<file path="src/rtl/dmser_pkg.sv">
package dmser_pkg;
  typedef struct packed {
    logic i2c;
    logic pol;
    logic evsel;
    logic cdly;
  } dmser_cfg_t;

  localparam int EV_RX   = 0;
  localparam int EV_ACK  = 1;
  localparam int EV_NACK = 2;
  localparam int EV_COND = 3;
  localparam int EV_W    = 4;
endpackage

</file>
<file path="src/rtl/dmser_glitch_filter.sv">
module dmser_glitch_filter #(
  parameter int SYNC_STAGES = 2,
  parameter int SHORT_RUN   = 2,
  parameter int LONG_RUN    = 8
) (
  input  logic clk,
  input  logic rst_n,
  input  logic long_i,
  input  logic line_i,
  output logic line_o
);
  localparam int CW = $clog2(LONG_RUN + 1);

  logic [SYNC_STAGES-1:0] sync_q;
  logic                   sync_s;
  logic [CW-1:0]          run_q, run_d, need;
  logic                   filt_q, filt_d;

  always_ff @(posedge clk or negedge rst_n) begin
    if (!rst_n) sync_q <= '1;
    else        sync_q <= {sync_q[SYNC_STAGES-2:0], line_i};
  end
  assign sync_s = sync_q[SYNC_STAGES-1];

  assign need = long_i ? CW'(LONG_RUN) : CW'(SHORT_RUN);

  // the synchronized level must differ from the output for `need` samples in a row
  always_comb begin
    run_d  = '0;
    filt_d = filt_q;
    if (sync_s != filt_q) begin
      if (run_q + 1'b1 >= need) filt_d = sync_s;
      else                      run_d  = run_q + 1'b1;
    end
  end

  always_ff @(posedge clk or negedge rst_n) begin
    if (!rst_n) begin
      run_q  <= '0;
      filt_q <= 1'b1;
    end else begin
      run_q  <= run_d;
      filt_q <= filt_d;
    end
  end

  assign line_o = filt_q;
endmodule

</file>
<file path="src/rtl/dmser_line_events.sv">
module dmser_line_events (
  input  logic clk,
  input  logic rst_n,
  input  logic i2c_i,
  input  logic clk_f_i,
  input  logic dat_f_i,
  output logic rise_o,
  output logic fall_o,
  output logic cond_o
);
  logic clk_d_q, dat_d_q;
  logic start_s, stop_s;

  always_ff @(posedge clk or negedge rst_n) begin
    if (!rst_n) begin
      clk_d_q <= 1'b1;
      dat_d_q <= 1'b1;
    end else begin
      clk_d_q <= clk_f_i;
      dat_d_q <= dat_f_i;
    end
  end

  assign rise_o  = clk_f_i & ~clk_d_q;
  assign fall_o  = ~clk_f_i & clk_d_q;
  // conditions need SCL high in both the previous and the current sample
  assign start_s = clk_f_i & clk_d_q & dat_d_q & ~dat_f_i;
  assign stop_s  = clk_f_i & clk_d_q & ~dat_d_q & dat_f_i;
  assign cond_o  = i2c_i & (start_s | stop_s);
endmodule

</file>
<file path="src/rtl/dmser_rx_ctrl.sv">
module dmser_rx_ctrl
  import dmser_pkg::*;
#(
  parameter int DW = 8
) (
  input  logic            clk,
  input  logic            rst_n,
  input  dmser_cfg_t      cfg_i,
  input  logic            restart_i,
  input  logic            cond_i,
  input  logic            rise_i,
  input  logic            fall_i,
  input  logic            dat_i,
  output logic [DW:0]     rbuf_o,
  output logic [EV_W-1:0] ev_set_o,
  output logic            armed_o
);
  localparam int CNTW = $clog2(DW + 2);

  logic [CNTW-1:0] cnt_q, cnt_d;
  logic [DW-1:0]   sh_q, sh_d;
  logic [DW:0]     buf_q, buf_d;
  logic            ninth_q, ninth_d;
  logic [EV_W-1:0] set_s;
  logic            smp_sync;

  assign smp_sync = cfg_i.pol ? fall_i : rise_i;

  always_comb begin
    cnt_d   = cnt_q;
    sh_d    = sh_q;
    buf_d   = buf_q;
    ninth_d = ninth_q;
    set_s   = '0;
    if (restart_i || (cfg_i.i2c && cond_i)) begin
      cnt_d = '0;
    end else if (!cfg_i.i2c) begin
      // clocked synchronous: LSB first, load after the last data bit
      if (smp_sync) begin
        sh_d = {dat_i, sh_q[DW-1:1]};
        if (cnt_q == CNTW'(DW - 1)) begin
          cnt_d        = '0;
          buf_d        = {1'b0, dat_i, sh_q[DW-1:1]};
          set_s[EV_RX] = 1'b1;
        end else begin
          cnt_d = cnt_q + 1'b1;
        end
      end
    end else if (rise_i) begin
      if (cnt_q < CNTW'(DW)) begin
        sh_d  = {sh_q[DW-2:0], dat_i};
        cnt_d = cnt_q + 1'b1;
      end else if (cnt_q == CNTW'(DW)) begin
        cnt_d   = CNTW'(DW + 1);
        ninth_d = dat_i;
        if (!cfg_i.evsel) begin
          buf_d = {dat_i, sh_q};
          if (dat_i) set_s[EV_NACK] = 1'b1;
          else       set_s[EV_ACK]  = 1'b1;
        end else if (cfg_i.cdly) begin
          buf_d = {dat_i, sh_q};
        end
      end
    end else if (fall_i) begin
      if (cnt_q == CNTW'(DW) && cfg_i.evsel && cfg_i.cdly) begin
        buf_d        = {sh_q[0], 1'b0, sh_q[DW-1:1]};
        set_s[EV_RX] = 1'b1;
      end else if (cnt_q == CNTW'(DW + 1)) begin
        cnt_d = '0;
        if (cfg_i.evsel && !cfg_i.cdly) begin
          buf_d        = {ninth_q, sh_q};
          set_s[EV_RX] = 1'b1;
        end
      end
    end
  end

  always_ff @(posedge clk or negedge rst_n) begin
    if (!rst_n) begin
      cnt_q   <= '0;
      sh_q    <= '0;
      buf_q   <= '0;
      ninth_q <= 1'b1;
    end else begin
      cnt_q   <= cnt_d;
      sh_q    <= sh_d;
      buf_q   <= buf_d;
      ninth_q <= ninth_d;
    end
  end

  assign rbuf_o   = buf_q;
  assign ev_set_o = set_s;
  assign armed_o  = (cnt_q != '0);
endmodule

</file>
<file path="src/rtl/dmser_tx_shift.sv">
module dmser_tx_shift #(
  parameter int DW      = 8,
  parameter int SDA_DLY = 4
) (
  input  logic          clk,
  input  logic          rst_n,
  input  logic          i2c_i,
  input  logic          load_i,
  input  logic [DW-1:0] data_i,
  input  logic          ack_i,
  input  logic          drive_i,
  input  logic          fall_i,
  input  logic          armed_i,
  output logic          txd_o,
  output logic          sda_oe_o
);
  localparam int DLYW = $clog2(SDA_DLY + 1);

  logic [DW:0]     sh_q, sh_d;
  logic [DLYW-1:0] dly_q, dly_d;

  always_comb begin
    sh_d  = sh_q;
    dly_d = dly_q;
    if (load_i) begin
      sh_d  = i2c_i ? {data_i, ack_i} : {1'b1, data_i};
      dly_d = '0;
    end else if (!i2c_i) begin
      if (drive_i && armed_i) sh_d = {1'b1, sh_q[DW:1]};
    end else if (fall_i && armed_i) begin
      dly_d = DLYW'(SDA_DLY);
    end else if (dly_q != '0) begin
      dly_d = dly_q - 1'b1;
      if (dly_q == DLYW'(1)) sh_d = {sh_q[DW-1:0], 1'b1};
    end
  end

  always_ff @(posedge clk or negedge rst_n) begin
    if (!rst_n) begin
      sh_q  <= '1;
      dly_q <= '0;
    end else begin
      sh_q  <= sh_d;
      dly_q <= dly_d;
    end
  end

  assign txd_o    = i2c_i ? 1'b1 : sh_q[0];
  assign sda_oe_o = i2c_i & ~sh_q[DW];
endmodule

</file>
<file path="src/rtl/dmser_shifter.sv">
module dmser_shifter
  import dmser_pkg::*;
#(
  parameter int DATA_W      = 8,
  parameter int SYNC_STAGES = 2,
  parameter int FILT_SHORT  = 2,
  parameter int FILT_LONG   = 8,
  parameter int SDA_DLY     = 4
) (
  input  logic              clk,
  input  logic              rst_n,
  input  logic              cfg_wr_i,
  input  logic              cfg_i2c_i,
  input  logic              cfg_pol_i,
  input  logic              cfg_evsel_i,
  input  logic              cfg_cdly_i,
  input  logic [EV_W-1:0]   ev_clr_i,
  input  logic              tx_load_i,
  input  logic [DATA_W-1:0] tx_data_i,
  input  logic              tx_ack_i,
  input  logic              line_clk_i,
  input  logic              line_dat_i,
  output logic              txd_o,
  output logic              sda_oe_o,
  output logic [DATA_W:0]   rbuf_o,
  output logic [EV_W-1:0]   ev_flags_o
);
  localparam int NLINES = 2;

  dmser_cfg_t      cfg_q, cfg_d;
  logic [EV_W-1:0] ev_q, ev_d, ev_set, rx_set;
  logic [NLINES-1:0] line_raw, line_flt;
  logic rise_s, fall_s, cond_s, armed_s, drive_s;

  always_comb begin
    cfg_d = cfg_q;
    if (cfg_wr_i) begin
      cfg_d.i2c   = cfg_i2c_i;
      cfg_d.pol   = cfg_pol_i;
      cfg_d.evsel = cfg_evsel_i;
      cfg_d.cdly  = cfg_cdly_i;
    end
  end

  always_ff @(posedge clk or negedge rst_n) begin
    if (!rst_n) cfg_q <= '0;
    else        cfg_q <= cfg_d;
  end

  assign line_raw = {line_dat_i, line_clk_i};

  for (genvar g = 0; g < NLINES; g++) begin : g_filt
    dmser_glitch_filter #(
      .SYNC_STAGES(SYNC_STAGES),
      .SHORT_RUN  (FILT_SHORT),
      .LONG_RUN   (FILT_LONG)
    ) u_filt (
      .clk   (clk),
      .rst_n (rst_n),
      .long_i(cfg_q.i2c),
      .line_i(line_raw[g]),
      .line_o(line_flt[g])
    );
  end

  dmser_line_events u_events (
    .clk    (clk),
    .rst_n  (rst_n),
    .i2c_i  (cfg_q.i2c),
    .clk_f_i(line_flt[0]),
    .dat_f_i(line_flt[1]),
    .rise_o (rise_s),
    .fall_o (fall_s),
    .cond_o (cond_s)
  );

  dmser_rx_ctrl #(.DW(DATA_W)) u_rx (
    .clk      (clk),
    .rst_n    (rst_n),
    .cfg_i    (cfg_q),
    .restart_i(cfg_wr_i),
    .cond_i   (cond_s),
    .rise_i   (rise_s),
    .fall_i   (fall_s),
    .dat_i    (line_flt[1]),
    .rbuf_o   (rbuf_o),
    .ev_set_o (rx_set),
    .armed_o  (armed_s)
  );

  assign drive_s = ~cfg_q.i2c & (cfg_q.pol ? rise_s : fall_s);

  dmser_tx_shift #(.DW(DATA_W), .SDA_DLY(SDA_DLY)) u_tx (
    .clk     (clk),
    .rst_n   (rst_n),
    .i2c_i   (cfg_q.i2c),
    .load_i  (tx_load_i),
    .data_i  (tx_data_i),
    .ack_i   (tx_ack_i),
    .drive_i (drive_s),
    .fall_i  (fall_s),
    .armed_i (armed_s),
    .txd_o   (txd_o),
    .sda_oe_o(sda_oe_o)
  );

  always_comb begin
    ev_set          = rx_set;
    ev_set[EV_COND] = cond_s;
    if (cfg_wr_i) ev_d = '0;
    else          ev_d = (ev_q & ~ev_clr_i) | ev_set;
  end

  always_ff @(posedge clk or negedge rst_n) begin
    if (!rst_n) ev_q <= '0;
    else        ev_q <= ev_d;
  end

  assign ev_flags_o = ev_q;
endmodule

</file>
<file path="config.mk">
export PLATFORM = sky130hd
export DESIGN_NAME = dmser_shifter
export DESIGN_NICKNAME = d
export VERILOG_FILES = /design/src/rtl/dmser_pkg.sv /design/src/rtl/dmser_glitch_filter.sv /design/src/rtl/dmser_line_events.sv /design/src/rtl/dmser_rx_ctrl.sv /design/src/rtl/dmser_tx_shift.sv /design/src/rtl/dmser_shifter.sv
export SDC_FILE = /design/constraint.sdc
export NUM_CORES = 1
export LEC_CHECK = 0
export CAP_MARGIN = 20
export CORE_MARGIN = 4
export CORE_UTILIZATION = 58
export CTS_BUF_LIST = sky130_fd_sc_hd__clkbuf_4 sky130_fd_sc_hd__clkbuf_8
export DETAILED_ROUTE_END_ITERATION = 10
export PLACE_DENSITY = 0.92
export SETUP_SLACK_MARGIN = 0.5
export SKIP_LAST_GASP = 1
export SYNTH_ARGS = -nofsm -noshare
export SYNTH_HDL_FRONTEND = slang
export SYNTH_SLANG_ARGS = --single-unit
</file>
<file path="constraint.sdc">
create_clock -name clk -period 2.9 [get_ports clk]
set_clock_uncertainty 0.1 [all_clocks]
set_input_delay 0.58 -clock clk [delete_from_list [all_inputs] [get_ports clk]]
set_output_delay 0.58 -clock clk [all_outputs]
set_load 0.005 [all_outputs]
</file>
# Word level (Yosys, flattened, before mapping)

Cells that the tools add are included.

Output and inout port bits: 15
Memory bits (read-only): 0
RAM bits: 0
Input port bits: 23
Memories: 0
Word-level logic and storage cells: 155
Register bits after elaboration: 58
Bits in latches: 0

Add/subtract/negate cells: 4
$mul: 0
Bitwise gates (word level): 22
Div/mod/pow operators: 0
Shift operators: 0
Eq/ne operators: 21
Reduce and logical (&&, ||, !) cells: 24
$lt $le $gt $ge: 3
Multiplexer cells: 62

Operators by type and width:

| kind                  | number |
|---|---|
| $mux W9               | 19 |
| $mux W4               | 16 |
| $mux W8               | 4 |
| $ne A4 B1 Y1 const B  | 4 |
| $mux W3               | 5 |
| $mux W1               | 13 |
| $add A4 B1 Y4 const B | 3 |
| $reduce_bool A3 Y1    | 4 |
| $and A1 B1 Y1         | 10 |
| $mux W2               | 5 |
| $reduce_and A5 Y1     | 2 |
| $ne A3 B2 Y1 const B  | 3 |
| $reduce_and A9 Y1     | 1 |
| $eq A4 B4 Y1 const B  | 2 |
| $ge A4 B4 Y1          | 2 |
| $not A1 Y1            | 8 |
| $reduce_and A4 Y1     | 2 |
| $logic_and A1 B1 Y1   | 6 |
| $ne A3 B3 Y1 const B  | 2 |
| $reduce_and A2 Y1     | 3 |
| $reduce_bool A2 Y1    | 3 |
| $ne A5 B2 Y1 const B  | 1 |
| $and A4 B4 Y4         | 1 |
| $eq A4 B3 Y1 const B  | 1 |
| other kinds (14)      | 16 |

# Logic depth before layout (Yosys ltp)

Gate-level depths: netlist (run 1).

Word-level depth: 11
Depth in mapped cells: 8
Depth with buffers taken out: 8

# Modules after synthesis

Synthesis (run 1) repeated with hierarchy kept, for this count alone.

Cells, all modules: 276
Area, all modules: 3325.7 um2

Modules (own cells, without submodules):

| module              | cells an instance | sequential area each (um2) | instances | area each (um2) |
|---|---|---|---|---|
| dmser_rx_ctrl       | 128               | 551.8                      | 1         | 1435.1 |
| dmser_tx_shift      | 62                | 311.5                      | 1         | 817.0 |
| dmser_glitch_filter | 26                | 178.9                      | 2         | 322.8 |
| dmser_shifter       | 27                | 200.2                      | 1         | 345.3 |
| dmser_line_events   | 7                 | 52.6                       | 1         | 82.6 |

# Least setup slack after synthesis (run 1)

No wires, ideal clock.

Kind: register -> register
Start point: register u_rx.cnt_q[0]
End point: register u_rx.buf_q[0], in the netlist u_rx.rbuf_o[0]
Buffers on the path: 0
Data arrival time: 1.940 ns
Period minus slack after synthesis: 2.165 ns
Data required time: 2.675 ns
Stages on the path, launching flop included: 8
Setup time: 0.125 ns
Path slack: 0.735 ns
Cells stage by stage: dfrtp_1 inv_1 ha_1 nand3b_1 or2_2 a21oi_4 mux2_2 mux2_2

Cells in the longest elaborated chain, start to end: 7
Elaborated cells between the ends (all ways): 16
Those cells by class: order compare (1); eq/ne (7); mux (4); reduce/logical (4)

RTL lines:

| element                                                              | line                | source |
|---|---|---|
| from (decl)                                                          | dmser_rx_ctrl.sv:20 | `logic [CNTW-1:0] cnt_q, cnt_d;` |
| from (signal assigned)                                               | dmser_rx_ctrl.sv:85 | `cnt_q <= cnt_d;` |
| parallel branches: the longest is 7 deep, another holds $lt A4 B4 Y1 | n/a                 |  |
| to (signal assigned)                                                 | dmser_rx_ctrl.sv:87 | `buf_q <= buf_d;` |
| to (decl)                                                            | dmser_rx_ctrl.sv:22 | `logic [DW:0] buf_q, buf_d;` |

Parallel ways; which one is timed is not known. The select of a mux whose other input is x is not followed.
A chain may end at the register's enable or synchronous reset.

# Final worst setup path (run 1)

Start point: register u_rx.cnt_q[0]
End point: register u_rx.buf_q[1], in the netlist u_rx.rbuf_o[1]

Same word-level chain as after synthesis.

==> metrics.yaml, run 1 <==
yosysUniqueCellTypes: 49
ys_seq_area_frac: 0.457
layout.nets: 362
clkLatencyLatePin_ns: 0.34
cts_tree: "yes"
min_path_type: "in2async"
power_density_mw_per_mm2: 829
yosysTopAreaCell: "dfrtp_1"
track_usage: 0.219
die_area_sq_mm: 0.00682
fp.coreArea_sq_mm: 0.00524
start_util: 0.616
ys_warn_count: 0
synthesis.nets: 312
maxCapViolCount: 0
synth_area_leaders: "dfrtp_1, dfstp_2, mux2_2, ha_1, mux4_2"
tns_ns: 0
slew_headroom: 0.581
core.rowCount: 26
avgViaCountPerCell: 5.81
min_period_ns: 2.33
critPathMostFrequentCell: "mux2_2"
crit_slowest_cell: "dfrtp_2"
htreeDepth: 3
irDropWorstVdd_uv: 499
worstSetupPathType: "reg2reg"
dp_hpwl_mm: 4.48
clock-root-buffer: "clkbuf_8"
async_flop_share: 1.00
areaGrowthSynthToFinish_pct: 21.9
vias: 2330
path_buf_inv: 1
cts.sinks: 58
finalHoldViolations: 0
grt_max_degree: 59
slew_viol_final: 0
drt_iter0_markers: 195
setup_viol: 0
fin_crit_sh: 0.805
cp.arrival_ns: 2.46
io_pins: 38
start_kind: "flip-flop"
run_status: "finished, final reports clean"
diodes: 0
worst-endpoint-required_ns: 3.02
fillers: 349
syn_inst: 276
end_kind: "flip-flop"
grt_pass1_vias: 2358
drive_above_1_share: 0.320
die_w_microns: 82.6
multi_input_area_sq_mm: 0.00163
max_stage_delay_ns: 0.45
crit_chain: "inv_1, ha_2, nand3b_1, or2_4, a21oi_4, mux2_2, mux2_2"
fin_cells: 401
worst_hold_slack_ns: 0.130
synth-main-ff-cell: "dfrtp_1"
dr.pass1.iters: 4
synth_edf_count: 0
synth_seq_cells: 58
grt_pass1_wl_mm: 11.1
cts-buffers-inserted: 9
die_h_microns: 82.6
worst_pin_slew_ns: 0.627
io_buffers: 37
syn_area_sq_mm: 0.00323
critPathTopFamily: "multiplexers"
fmax_mhz: 428
rsz0062_at_grt: "false"
synth.most_common_cell: "dfrtp_1"
clk_pin_slew_ns: 0.06
ctsHoldBuffers: 0
drc: 0
syn_avg_cell_area_sq_um: 11.7
overflow: 0
synth_common_cells: "dfrtp_1, mux2_2, nand2_1"
drt-total-wl_mm: 6.68
seqCellArea_sq_mm: 0.00148
crit_fanout: 8
antenna_found_initial: 0
ant_nets: 0
synth_top_area_share: 0.310
place_congestion: 0.923
power_leakage_nw: 1.72
wl_per_cell_microns: 16.7
dp_cells: 377
cts_buffer_depth: 2
## where the power goes
part | switching (W) | total [W] | internal [W]
combinational | 0.000515 | 0.00112 | 0.000602
clock | 0.000303 | 0.000788 | 0.000485
sequential | 0.000250 | 0.00136 | 0.00111
total | 0.00107 | 0.00326 | 0.00219
## logic make-up (layout without fill, tap and decap cells)
logic type,after synthesis,in the layout,synth area share
AOI/OAI and AO/OA,38,38,0.0771
adders and majority gates,13,13,0.0504
DFF,58,58,0.457
buffers and inverters,23,78,0.0399
xor gates and xnor gates,7,7,0.0190
muxes,54,54,0.210
and+or+nand+nor,83,83,0.147
## routing by layer
layer / up-vias / GRT usage / share of wire
met2: 72 / 0.354 / 0.50
met5: - / 0 / 0
li1: 1082 / - / -
met1: 1166 / 0.276 / 0.42
met4: 0 / 0.0850 / 0.016
met3: 10 / 0.0651 / 0.061
## worst register-to-register path: stages (launching register included)
cell	delay [ns]
dfrtp_2	0.45
inv_1	0.08
ha_2	0.21
nand3b_1	0.12
or2_4	0.30
a21oi_4	0.30
mux2_2	0.39
mux2_2	0.27
## sequential cells by signal, indices dropped and copies added, names as in the netlist
| signal | flops |
|---|---|
| u_tx.dly_q | 3 |
| u_rx.cnt_q | 4 |
| g_filt.u_filt.run_q | 8 |
| u_events.clk_d_q | 1 |
| u_events.dat_d_q | 1 |
| u_tx.sh_q | 9 |
| g_filt.u_filt.line_o | 2 |
| cfg_q | 4 |
| u_rx.ninth_q | 1 |
| g_filt.u_filt.sync_q | 4 |
| ev_flags_o | 4 |
| u_rx.rbuf_o | 9 |
| u_rx.sh_q | 8 |
## metrics by stage
step / setup WS (ns) / power, W / instance area (sq um) / utilization
finish: 0.565 / 0.00326 / 3940 / 0.752
detailed placement: 0.384 / 0.00243 / 3650 / 0.696
floorplan: 0.735 / 0.00208 / 3230 / -
global route: 0.487 / 0.00348 / 3940 / 0.752
global placement: 0.450 / 0.00237 / 3650 / 0.696
CTS: 0.501 / 0.00324 / 3870 / 0.740
## placed cells by master, fill, tap and decap left out, types with 7 or more instances in the layout
cell,netlist,layout
a21oi_1,8,8
buf_4,1,11
clkbuf_8,2,12
clkdlybuf4s50_1,0,36
dfrtp_1,40,39
dfstp_2,18,18
ha_1,13,12
inv_1,12,11
mux2_2,32,32
mux2i_1,13,13
mux4_2,7,7
nand2_1,26,26
nand3_1,7,7
nor2_1,17,17
o21ai_0,17,17
## cell type report
class	count	share of cell area
timing repair buffer	50	0.122
clock buffer	14	0.0458
tap	70	0.0223
sequential	58	0.375
multi-input combinational	195	0.414
clock inverter	2	0.00890
inverter	12	0.0124
## final timing paths
check	slack (ns)	depth (start not counted)	start	endpoint
min	0.13	2	rst_n	u_rx.rbuf_o[5]$_DFFE_PN0P_
max reg2reg	0.57	7	u_rx.cnt_q[0]$_DFFE_PN0P_	u_rx.rbuf_o[1]$_DFFE_PN0P_
max	0.57	7	u_rx.cnt_q[0]$_DFFE_PN0P_	u_rx.rbuf_o[1]$_DFFE_PN0P_
min reg2reg	0.26	0	g_filt[1].u_filt.sync_q[0]$_DFF_PN1_	g_filt[1].u_filt.sync_q[1]$_DFF_PN1_
min in group clk	0.26	0	g_filt[1].u_filt.sync_q[0]$_DFF_PN1_	g_filt[1].u_filt.sync_q[1]$_DFF_PN1_
max in group asynchronous	2.27	2	rst_n	u_tx.sh_q[8]$_DFFE_PN1P_
## timing repair
item / 4_1_cts / 5_1_grt
pin swaps: 1 / 1
endpoints found under the setup margin: 2 / 18
setup buffers: 1 / 7
gates resized for setup: 1 / 4
Power figures use the tool's default switching activity.
==> run 2, diff against run 1 <==
- clock period: 2.9 -> 2.2 ns (I/O delays scaled with it)
==> metrics.yaml, run 2 (same netlist as run 1, synthesis figures left out) <==
end_kind: "flip-flop"
dp_cells: 382
worst_pin_slew_ns: 0.455
worstSetupPathType: "reg2reg"
power_leakage_nw: 2.14
tns_ns: -0.0460
crit_slowest_cell: "dfrtp_1"
drt_iter0_markers: 401
track_usage: 0.320
cts_tree: "yes"
min_period_ns: 2.23
place_congestion: 0.924
dpl_cell_area_sq_mm: 0.00373
irDropWorstVdd_uv: 783
grt.met1_usage: 0.376
worst-endpoint-required_ns: 2.38
wl_per_cell_microns: 29.3
fin_crit_sh: 1.02
drc: 0
htreeDepth: 3
clock-root-buffer: "clkbuf_8"
vias: 3142
gr-usage-met2: 0.513
antenna_found_initial: 1
maxCapViolCount: 0
fp.coreArea_sq_mm: 0.00524
die_area_sq_mm: 0.00682
fin_cells: 448
cts.sinks: 58
io_pins: 38
layout.nets: 408
avgViaCountPerCell: 7.01
grt_pass1_wl_mm: 15.5
ctsHoldBuffers: 0
worst_hold_slack_ns: -0.00161
max_stage_delay_ns: 0.42
layout_common_cells: "dfrtp_1, buf_4, clkdlybuf4s50_1, mux2_2, dfstp_2"
run_status: "complete, but fails checks"
grt_util_met3: 0.0868
dp_hpwl_mm: 4.81
areaGrowthSynthToFinish_pct: 46.1
slew_viol_final: 0
setup_ws_ns: -0.0342
cts-buffers-inserted: 9
slew_headroom: 0.696
dr.pass1.iters: 5
cts_buffer_depth: 2
die_w_microns: 82.6
rsz0062_at_grt: "true"
drive_above_1_share: 0.533
top_usage_layer: "met2"
crit_chain: "buf_4, nor3b_2, and2b_2, buf_4, o21ai_1, a21oi_1, nor2_1"
min_path_type: "in2async"
critPathMostFrequentCell: "buf_4"
ant_nets: 0
io_buffers: 37
power_density_mw_per_mm2: 1170
drt-total-wl_mm: 13.1
start_kind: "flip-flop"
crit_fanout: 7
clkLatencyLatePin_ns: 0.36
grt_max_degree: 59
fin_area_sq_mm: 0.00472
fmax_mhz: 448
violations: "negative hold slack, negative setup slack"
die_h_microns: 82.6
core.rowCount: 26
finalHoldViolations: 5
start_util: 0.616
setup_viol: 3
clk_pin_slew_ns: 0.07
cp.arrival_ns: 2.41
overflow: 0
grt_pass1_vias: 2879
==> run 2: cell count changes in the layout (fill, tap and decap cells not counted), sizes merged <==
cell and delta:
buf +44, bufbuf +1, bufinv -1, clkdlybuf4s50 -15, clkinv +2, diode +1
dlygate4sd2 +13, nand3 +1, or3b +1
==> run 2: stage by stage <==
stage	setup slack, ns	util	hold WS, ns	power [W]
after floorplan	0.127	-	0.0444	0.00281
after global placement	-0.000193	0.713	0.245	0.00322
after detailed placement	-0.0331	0.713	0.250	0.00333
after CTS	0.136	0.849	0.0105	0.00472
after global routing	-0.0193	0.900	0.00664	0.00567
final	-0.0342	0.900	-0.00161	0.00550
==> run 2: worst max-delay path, delay by kind of cell, from the launching register on <==
kind / cells / cell delay (ns)
AOI/OAI and AO/OA: 2 / 0.46
DFF: 1 / 0.42
buffers and inverters: 2 / 0.35
and+or+nand+nor: 3 / 0.82
==> run 2: timing repair <==
item,in CTS,in global routing
setup endpoints to repair,60,49
cloned,3,1
pin swaps,24,15
resized for setup,75,35
buffers inserted,30,15
==> run 2: layout make-up <==
type	instances	area (sq um)
Antenna cell	1	2.50
Clock buffer	13	160
Clock inverter	3	15.0
Fill cell	184	522
Inverter	12	48.8
Multi-Input combinational cell	197	2000
Sequential cell	58	1480
Tap cell	70	87.6
Timing Repair Buffer	94	923
==> run 2: routing by layer <==
layer | wire (microns) | part of all wire
met1 | 4580 | 0.35
met2 | 5740 | 0.44
met3 | 1650 | 0.13
met4 | 1130 | 0.086
met5 | 0 | 0
==> run 2: power breakdown <==
part / switching [W] / leakage, nW / internal, W
clock: 0.000455 / 0.0974 / 0.000472
sequential: 0.000380 / 0.724 / 0.00146
combinational: 0.00140 / 1.32 / 0.00133
==> run 2: final timing paths <==
path | from | slack [ns] | depth (start not counted) | to
max in group asynchronous | rst_n | 1.68 | 2 | g_filt[0].u_filt.sync_q[0]$_DFF_PN1_
worst min register to register | g_filt[1].u_filt.sync_q[0]$_DFF_PN1_ | 0.26 | 0 | g_filt[1].u_filt.sync_q[1]$_DFF_PN1_
worst max-delay path | u_rx.cnt_q[2]$_DFFE_PN0P_ | -0.03 | 7 | u_tx.dly_q[0]$_DFFE_PN0P_
worst min-delay path | rst_n | -0.002 | 2 | ev_flags_o[3]$_DFF_PN0_
min in group clk | g_filt[1].u_filt.sync_q[0]$_DFF_PN1_ | 0.26 | 0 | g_filt[1].u_filt.sync_q[1]$_DFF_PN1_
worst max register to register | u_rx.cnt_q[2]$_DFFE_PN0P_ | -0.03 | 7 | u_tx.dly_q[0]$_DFFE_PN0P_
